**config.mk**
```make
export PLATFORM = sky130hd
export DESIGN_NAME = i2c_chunk_master
export DESIGN_NICKNAME = d
export VERILOG_FILES = /design/src/rtl/i2c_chunk_master.sv
export SDC_FILE = /design/constraint.sdc
export NUM_CORES = 1
export LEC_CHECK = 0
export ABC_CLOCK_PERIOD_IN_PS = 7780
export BUFFER_PORTS_ARGS = -buffer_cell sky130_fd_sc_hd__buf_2
export CAP_MARGIN = 0
export CORE_MARGIN = 2
export CORE_UTILIZATION = 58
export CTS_CLUSTER_SIZE = 16
export DETAILED_ROUTE_END_ITERATION = 10
export PLACE_DENSITY = 0.75
export REMOVE_ABC_BUFFERS = 1
export SETUP_SLACK_MARGIN = 0.5
export SYNTH_ARGS = -nofsm -noshare
export SYNTH_HDL_FRONTEND = slang
export SYNTH_SLANG_ARGS = --single-unit
```
**constraint.sdc**
```tcl
create_clock -name clk -period 7.78 [get_ports clk]
set_input_delay 1.945 -clock clk [delete_from_list [all_inputs] [get_ports clk]]
set_output_delay 1.945 -clock clk [all_outputs]
set_load 0.01 [all_outputs]
```
**src/rtl/i2c_chunk_master.sv**
```systemverilog
module i2c_chunk_master #(
  parameter int WORDS = 8
) (
  input  logic        clk,
  input  logic        rst_n,
  input  logic        tick,
  input  logic        wr_en,
  input  logic [4:0]  wr_addr,
  input  logic [31:0] wr_data,
  input  logic [4:0]  rd_addr,
  output logic [31:0] rd_data,
  output logic        scl_oe,
  output logic        sda_oe,
  input  logic        sda_in
);
  localparam int BYTES = WORDS * 4;
  localparam int IW = $clog2(BYTES);
  localparam int CW = IW + 1;
  localparam int WI = $clog2(WORDS);
  localparam logic [4:0] TXB = 5'd8;
  localparam logic [4:0] TXE = 5'(8 + WORDS);
  localparam logic [4:0] RXB = 5'd16;
  localparam logic [4:0] RXE = 5'(16 + WORDS);
  localparam logic [4:0] A_CTRL = 5'd0, A_ADDR = 5'd1, A_REG = 5'd2,
                         A_TXC = 5'd3, A_RXC = 5'd4, A_PEND = 5'd5;

  typedef enum logic [2:0] {S_IDLE, S_START, S_STOP, S_WB, S_RB} st_t;
  typedef enum logic [1:0] {H_DATA, H_WADDR, H_REG, H_RADDR} hdr_t;

  st_t st;
  hdr_t hdr;
  logic en, last_ack, hold, seq, nakd;
  logic [1:0] mode, rlen, ph;
  logic [6:0] addr7;
  logic [23:0] rega;
  logic [CW-1:0] txcnt, rxcnt;
  logic [4:0] pend;
  logic [3:0] bitc;
  logic [7:0] sh;
  logic [IW-1:0] idx;
  logic [31:0] tx_w [0:WORDS-1];
  logic [31:0] rx_w [0:WORDS-1];

  logic [7:0] txb;
  logic rlast;

  assign rlast = (CW'(idx) + 1'b1) == rxcnt;

  always_comb begin
    case (hdr)
      H_DATA:  txb = tx_w[idx[IW-1:2]][8*idx[1:0] +: 8];
      H_WADDR: txb = {addr7, 1'b0};
      H_REG:   txb = rega[8*idx[1:0] +: 8];
      default: txb = {addr7, 1'b1};
    endcase
  end

  always_comb begin
    scl_oe = hold;
    sda_oe = 1'b0;
    case (st)
      S_START: begin
        scl_oe = (ph == 2'd0) ? hold : (ph == 2'd3);
        sda_oe = ph[1];
      end
      S_STOP: begin
        scl_oe = (ph == 2'd0);
        sda_oe = !ph[1];
      end
      S_WB: begin
        scl_oe = (ph == 2'd0) || (ph == 2'd3);
        sda_oe = (bitc < 4'd8) ? !txb[3'(4'd7 - bitc)] : 1'b0;
      end
      S_RB: begin
        scl_oe = (ph == 2'd0) || (ph == 2'd3);
        sda_oe = (bitc == 4'd8) && !(rlast && !last_ack);
      end
      default: ;
    endcase
  end

  always_comb begin
    rd_data = '0;
    if (rd_addr >= TXB && rd_addr < TXE)
      rd_data = tx_w[rd_addr[WI-1:0]];
    else if (rd_addr >= RXB && rd_addr < RXE)
      rd_data = rx_w[rd_addr[WI-1:0]];
    else
      case (rd_addr)
        A_CTRL:  rd_data = {26'd0, last_ack, 2'b00, mode, en};
        A_ADDR:  rd_data = {25'd0, addr7};
        A_REG:   rd_data = {6'd0, rlen, rega};
        A_TXC:   rd_data = 32'(txcnt);
        A_RXC:   rd_data = 32'(rxcnt);
        A_PEND:  rd_data = {27'd0, pend};
        default: rd_data = '0;
      endcase
  end

  always_ff @(posedge clk or negedge rst_n) begin
    if (!rst_n) begin
      st <= S_IDLE;
      hdr <= H_DATA;
      en <= 1'b0;
      last_ack <= 1'b0;
      hold <= 1'b0;
      seq <= 1'b0;
      nakd <= 1'b0;
      mode <= '0;
      rlen <= '0;
      ph <= '0;
      addr7 <= '0;
      rega <= '0;
      txcnt <= '0;
      rxcnt <= '0;
      pend <= '0;
      bitc <= '0;
      sh <= '0;
      idx <= '0;
      for (int i = 0; i < WORDS; i++) begin
        tx_w[i] <= '0;
        rx_w[i] <= '0;
      end
    end else begin
      if (wr_en && wr_addr == A_PEND)
        pend <= pend & ~wr_data[4:0];

      if (tick) begin
        case (st)
          S_START:
            if (ph == 2'd3) begin
              ph <= '0;
              hold <= 1'b1;
              if (seq) begin
                st <= S_WB;
                hdr <= H_RADDR;
                bitc <= '0;
              end else begin
                st <= S_IDLE;
                pend[0] <= 1'b1;
              end
            end else ph <= ph + 2'd1;
          S_STOP:
            if (ph == 2'd3) begin
              ph <= '0;
              hold <= 1'b0;
              st <= S_IDLE;
              pend[1] <= 1'b1;
            end else ph <= ph + 2'd1;
          S_WB, S_RB: begin
            if (ph == 2'd1) begin
              if (st == S_WB) begin
                if (bitc == 4'd8) nakd <= sda_in;
              end else if (bitc != 4'd8) sh <= {sh[6:0], sda_in};
            end
            if (ph != 2'd3) ph <= ph + 2'd1;
            else begin
              ph <= '0;
              if (bitc != 4'd8) bitc <= bitc + 4'd1;
              else begin
                bitc <= '0;
                if (st == S_RB) begin
                  rx_w[idx[IW-1:2]][8*idx[1:0] +: 8] <= sh;
                  if (rlast) begin
                    st <= S_IDLE;
                    pend[3] <= 1'b1;
                  end else idx <= idx + 1'b1;
                end else if (nakd) begin
                  st <= S_IDLE;
                  pend[4] <= 1'b1;
                end else
                  case (hdr)
                    H_DATA:
                      if ((CW'(idx) + 1'b1) == txcnt) begin
                        st <= S_IDLE;
                        pend[2] <= 1'b1;
                      end else idx <= idx + 1'b1;
                    H_WADDR: begin
                      hdr <= H_REG;
                      idx <= '0;
                    end
                    H_REG:
                      if ((CW'(idx) + 1'b1) == CW'(rlen)) begin
                        st <= S_START;
                        seq <= 1'b1;
                      end else idx <= idx + 1'b1;
                    default: begin
                      idx <= '0;
                      if (rxcnt == '0) begin
                        st <= S_IDLE;
                        pend[3] <= 1'b1;
                      end else st <= S_RB;
                    end
                  endcase
              end
            end
          end
          default: ;
        endcase
      end

      if (wr_en) begin
        if (wr_addr >= TXB && wr_addr < TXE)
          tx_w[wr_addr[WI-1:0]] <= wr_data;
        case (wr_addr)
          A_CTRL: begin
            en <= wr_data[0];
            mode <= wr_data[2:1];
            last_ack <= wr_data[5];
            if (!wr_data[0]) begin
              st <= S_IDLE;
              hold <= 1'b0;
              ph <= '0;
              bitc <= '0;
            end else if (st == S_IDLE) begin
              if (wr_data[3]) begin
                st <= S_START;
                seq <= 1'b0;
                ph <= '0;
              end else if (wr_data[4]) begin
                st <= S_STOP;
                ph <= '0;
              end
            end
          end
          A_ADDR: addr7 <= wr_data[6:0];
          A_REG: begin
            rega <= wr_data[23:0];
            rlen <= wr_data[25:24];
          end
          A_TXC: begin
            txcnt <= wr_data[CW-1:0];
            if (en && st == S_IDLE && mode == 2'd0) begin
              if (wr_data[CW-1:0] == '0) pend[2] <= 1'b1;
              else begin
                st <= S_WB;
                hdr <= H_DATA;
                idx <= '0;
                bitc <= '0;
                ph <= '0;
              end
            end
          end
          A_RXC: begin
            rxcnt <= wr_data[CW-1:0];
            if (en && st == S_IDLE) begin
              if (mode == 2'd1) begin
                st <= S_WB;
                hdr <= (rlen != 2'd0) ? H_WADDR : H_RADDR;
                idx <= '0;
                bitc <= '0;
                ph <= '0;
              end else if (mode == 2'd2) begin
                if (wr_data[CW-1:0] == '0) pend[3] <= 1'b1;
                else begin
                  st <= S_RB;
                  idx <= '0;
                  bitc <= '0;
                  ph <= '0;
                end
              end
            end
          end
          default: ;
        endcase
      end
    end
  end


  disable_release_chk: assert property (@(posedge clk) disable iff (!rst_n)
    (wr_en && wr_addr == A_CTRL && !wr_data[0]) |=> (!scl_oe && !sda_oe));


  tick_gate_chk: assert property (@(posedge clk) disable iff (!rst_n)
    (!tick && !wr_en) |=> ($stable(scl_oe) && $stable(sda_oe)));


  sda_hold_chk: assert property (@(posedge clk) disable iff (!rst_n)
    ((st == S_WB || st == S_RB) && $past(st) == st && !scl_oe && !$past(scl_oe))
      |-> $stable(sda_oe));


  nak_flag_chk: assert property (@(posedge clk) disable iff (!rst_n)
    $rose(pend[4]) |-> ($past(tick) && $past(sda_in)));


  stop_release_chk: assert property (@(posedge clk) disable iff (!rst_n)
    $rose(pend[1]) |-> (!scl_oe && !sda_oe));


  start_hold_chk: assert property (@(posedge clk) disable iff (!rst_n)
    $rose(pend[0]) |-> scl_oe);
endmodule

```
## Word level (Yosys, flattened, before mapping)

Cells that the tools add are included.

| storage, ports and cells | value |
|---|---|
| bits in registers | 593 |
| input port bits | 47 |
| output and inout port bits | 34 |
| logic and storage cells | 289 |

| cells by class | value |
|---|---|
| add/sub/neg operators | 6 |
| order comparisons | 13 |
| equality and inequality tests | 26 |
| shift-type cells | 4 |
| muxes and demuxes | 162 |
| bitwise gates (word level) | 8 |
| reductions and logical operators | 36 |

Operators with widths:

| cell | number |
|---|---|
| $bwmux 256 | 2 |
| $mux 32 | 10 |
| $bmux 32 s3 | 3 |
| $demux 32 s3 | 2 |
| $pmux 26 s6 | 1 |
| $mux 5 | 17 |
| $mux 3 | 25 |
| $mux 2 | 30 |
| $mux 4 | 12 |
| $mux 1 | 44 |
| $neg 5->34 | 1 |
| $shift 8x34->32 const A | 1 |
| $shiftx 8x34->32 | 1 |
| $shiftx 32x6->8 | 1 |
| $pmux 3 s3 | 3 |
| $pmux 8 s3 | 1 |
| $shiftx 24x6->8 | 1 |
| $eq 5x2->1 const B | 4 |
| $eq 5x3->1 const B | 4 |
| $pmux 5 s2 | 2 |
| $lt 5x5->1 const B | 3 |
| $reduce_and 5->1 | 3 |
| $eq 6x6->1 | 2 |
| $ge 4x4->1 const B | 3 |
| other kinds (43) | 79 |

## Depth between registers and ports, before layout

| depth | value |
|---|---|
| depth in word-level cells | 17 |
| gate-level depth with buffers | 12 |
| mapped depth without buffers | 9 |

## Least setup slack after synthesis

No wires, ideal clock.

| path | value |
|---|---|
| path type | input to output |
| start | input rd_addr[0] |
| end | output rd_data[21] |
| arrival time | 3.710 ns |
| slack | 2.125 ns |
| cell stages on the path | 7 |
| path buffers | 2 |
| cells stage by stage | clkbuf_1 > buf_1 > mux4_2 > mux2i_1 > nor2_1 > a21oi_1 > o21ai_0 |

| between the ends | value |
|---|---|
| cells in the longest elaborated chain, start to end | 6 |
| elaborated cells between the ends (all ways) | 22 |
| those cells by class | order compare (4); eq/ne (5); mux (9); bitwise (1); reduce/logical (3) |

Ends and longest elaborated chain:

| item | line | RTL |
|---|---|---|
| start, declared | 10 | `input logic [4:0] rd_addr,` |
| $not 3->4 (not written as such) | 85, 87 |  |
| $bmux 32 s3 | 87 | `rd_data = rx_w[rd_addr[WI-1:0]];` |
| $mux 32 (not written as such) (2 in a row) | 87 |  |
| $mux 32 | 86 | `else if (rd_addr >= RXB && rd_addr < RXE)` |
| $mux 32 (*) | 84 | `if (rd_addr >= TXB && rd_addr < TXE)` |
| end, declared | 11 | `output logic [31:0] rd_data,` |

Mark *: on every way between the ends. The rest lies on a longest branch, timed or not. The select of a mux whose other input is x is not followed.

## Worst setup path in the final report

| path | value |
|---|---|
| start | input rd_addr[2] |
| end | output rd_data[5] |

The elaborated chain is that of the path after synthesis.

==> key figures <==
Run status
  • Status: completed

Place
  • Cell area after placement: approximately 31000 um^2
  • DP Cell Count: 3191
  • Placer Congestion: 0.963
  • Port Buf Inserts: 80
  • HPWL Detailed: 58.6 mm
  • Pre-CTS setup slack: between 1000 and 1500 ps

Power
  • Gate power share: 0.158
  • Peak VDD IR: 0.166 mV
  • P per Cell Area: between 200 and 250 nW/um^2
  • Sw frac: 0.276
  • Clock power share: 0.370
  • Pleak: 14.1 nW
  • Switch Pwr: between 0.002 and 0.0025 W
  • Flop pwr share: 0.473
  • P_int: 0.00572 W

Detailed routing
  • DRT antenna net count: 0
  • WL/cell: 27.8 um
  • WL final: 91.7 mm
  • Avg Vias per Cell: 6.93
  • Via count: 22863
  • Drt pass-1 iters: 6
  • Starting DRT DRC Count: 2860
  • DRC viols: 0

Logic synthesis
  • Largest family of logic cells by synthesized area: multiplexers
  • Syn. warnings: 0
  • Area contributors post-synth: dfrtp_1 (49%), mux2_2 (13%), mux4_2 (11%)
  • Avg Synthesized Cell Area: 11.7 um^2
  • EDFF count, synth: 0
  • Cell variety after synth: 76
  • Post-synthesis simple-gate area fraction: 0.0863
  • Share of the synthesized area in the top cell type: 0.494
  • Predominant post-synthesis flop cell: dfrtp_1
  • Synth Instances: 2564
  • Synth area leader: dfrtp_1
  • Post-Synth XOR/XNOR Area: 0.00583
  • Async SR Flop Fraction: 1.00
  • Top cells by count, synth: dfrtp_1 (593), nand2_1 (380), mux2_2 (343), o21ai_0 (327), mux4_2 (141)
  • Synth Area in Adders: 0.00458
  • Mux share of post-synthesis cell area: 0.265
  • Register area share after synthesis: 0.494
  • Synth Cell Area: between 30000 and 40000 um^2
  • Cell with the most instances after synthesis: dfrtp_1
  • Synth Area in Compound Gates: 0.117
  • Post-synthesis register bit count: between 500 and 600

Critical path
  • CP Max Fanout: 41
  • Critical Path Start Type: input pin
  • Delay of the slowest critical-path stage: 760 ps
  • Crit-path cells: buf_4 -> nor3_1 -> and2_1 -> buf_4 -> a222oi_1 -> o21ai_0 -> nor2_1 -> a21oi_1 -> buf_2
  • WP data required: 5840 ps
  • Slowest CP cell: nor3_1
  • Worst path bufs/invs: 3
  • Top Family by Delay on Critical Path: simple AND/OR/NAND/NOR gates
  • CP endpoint kind: output pin
  • WS Path Type: in -> out
  • Worst EP arrival: 4560 ps
  • Crit-path most repeated cell: buf_4

Floorplanning
  • Initial Utilization: 0.585
  • Core box area: 51300 um^2
  • Top Ports: 81
  • # rows: 83
  • Die area: 53600 um^2
  • DIE HEIGHT: 232 um
  • Die width: 232 um

Timing
  • Hold slack: 475 ps
  • Post-layout minimum cycle time: 6510 ps
  • Endpoints failing hold: 0
  • PnR worst setup slack: 1270 ps
  • Slew Limit Fails: 0
  • Highest Clock Rate: between 150 and 200 MHz
  • Setup-failing EPs final: 0
  • RSZ-0062 raised after global routing: no
  • Max-Slew Margin vs Limit: 0.226
  • Final critical-path share of the clock period: 0.837
  • Tightest Pin Transition: 1160 ps
  • Setup TNS: 0 ps
  • Clock skew: 23.5 ps

Clock network
  • Hold buffers post-CTS: 0
  • H-tree level count: 2
  • Clk root buf: clkbuf_16
  • Worst-skew pair later-pin latency: between 600 and 700 ps
  • Post-CTS resize count: 0
  • CTS tree: yes
  • CTS Sinks: 593
  • Max clock buf depth: 3
  • Num CTS Buffers: 59
  • Clock transition at the registers of the reported paths: 60 ps
  • Buffer count from post-CTS setup fixing: 0

Global routing
  • Congestion Overflow GR: 0
  • First-pass GRT wire length: 141 mm
  • Number of global-route vias before repair: 22773
  • Pin count of the biggest net entering global routing: 160
  • Initial antenna violation count: 8
  • Total GRT Usage: 0.346

Finish
  • Multi-input logic area: 14400 um^2
  • Layout cell share with drive strength beyond 1: 0.284
  • Final-stage net count: between 2000 and 3000
  • Fillers: 3908
  • Sequential cell area: 14800 um^2
  • Layout area overhead: 9.83%
  • Post-layout instance count excluding filler cells: 3297
  • Final Instance Area: roughly 33000 um^2

Job
  • Max_cap viols: 0

Worst hold path
  • Hold crit path type: reg -> reg
## layer usage
metal / vias up / GRT usage / wire, um
met2: 1371 / 0.533 / 42300
met1: 11705 / 0.470 / 35200
met4: 8 / 0.160 / 4710
met3: 309 / 0.0812 / 9450
met5: - / 0 / 48
li1: 9470 / - / -
## path summary, 6_finish.rpt
check,start,endpoint,slack (ps),cells past startpoint
worst max-delay path,rd_addr[2],rd_data[5],1270,9
worst min-delay path,rx_w[143],rx_w[143],480,2
worst max register to register,idx[3],rx_w[159],4080,6
worst min register to register,rx_w[143],rx_w[143],480,2
max in group asynchronous,rst_n,rx_w[150],4870,2
min in group asynchronous,rst_n,tx_w[183],1360,1
## kinds of logic (layout without fill, tap and decap cells)
family	count (synthesis)	in the layout
and+or+nand+nor	595	595
other	0	3
muxes	576	576
xor gates and xnor gates	16	16
buffers and inverters	195	245
adders and majority gates	11	11
DFF	593	593
AOI/OAI and AO/OA	578	578
## area by class of cell
type / instances / share of cell area
antenna: 3 / 0.000228
clock buffer: 89 / 0.0549
clock inverter: 14 / 0.00516
inverter: 17 / 0.00193
multi-input combinational: 1776 / 0.438
sequential: 593 / 0.450
tap: 680 / 0.0258
timing repair buffer: 125 / 0.0244
## metrics by stage
step	total power (W)	util
4_1_cts	0.00788	0.643
6_report	0.00791	0.643
2_1_floorplan	0.00446	-
3_5_place_dp	0.00498	0.604
5_1_grt	0.00817	0.643
3_3_place_gp	0.00492	0.604
## flip-flops by register name, indices dropped and copies added (netlist names), 3 cells and up
signal and count:
pend 5, rxcnt 6, rega 24, txcnt 6, rx_w 256, idx 5
sh 8, st 3, bitc 4, tx_w 256, addr7 7
## power groups by stage
stage	Clock, W	Combinational, W	Sequential, W
global route	0.00307	0.00133	0.00376
floorplan	0	0.000811	0.00365
global placement	0	0.00118	0.00374
finish	0.00293	0.00125	0.00374
CTS	0.00294	0.00123	0.00372
detailed placement	0	0.00122	0.00377
## tightest hold or removal path, cell delays in order, from the launching register on
cell and delay (ps):
dfrtp_1 330, nand2_1 40, o21ai_0 60
## cells in the final DEF (no fill, tap or decap), types with 59 or more instances in the layout
cell / Yosys / layout
clkbuf_16: 0 / 59
a21oi_1: 76 / 76
o21ai_0: 327 / 327
mux2i_1: 92 / 92
buf_2: 29 / 76
mux2_2: 343 / 343
mux4_2: 141 / 141
nor2_1: 79 / 77
dfrtp_1: 593 / 590
nand2_1: 380 / 377
Power figures use the tool's default switching activity.
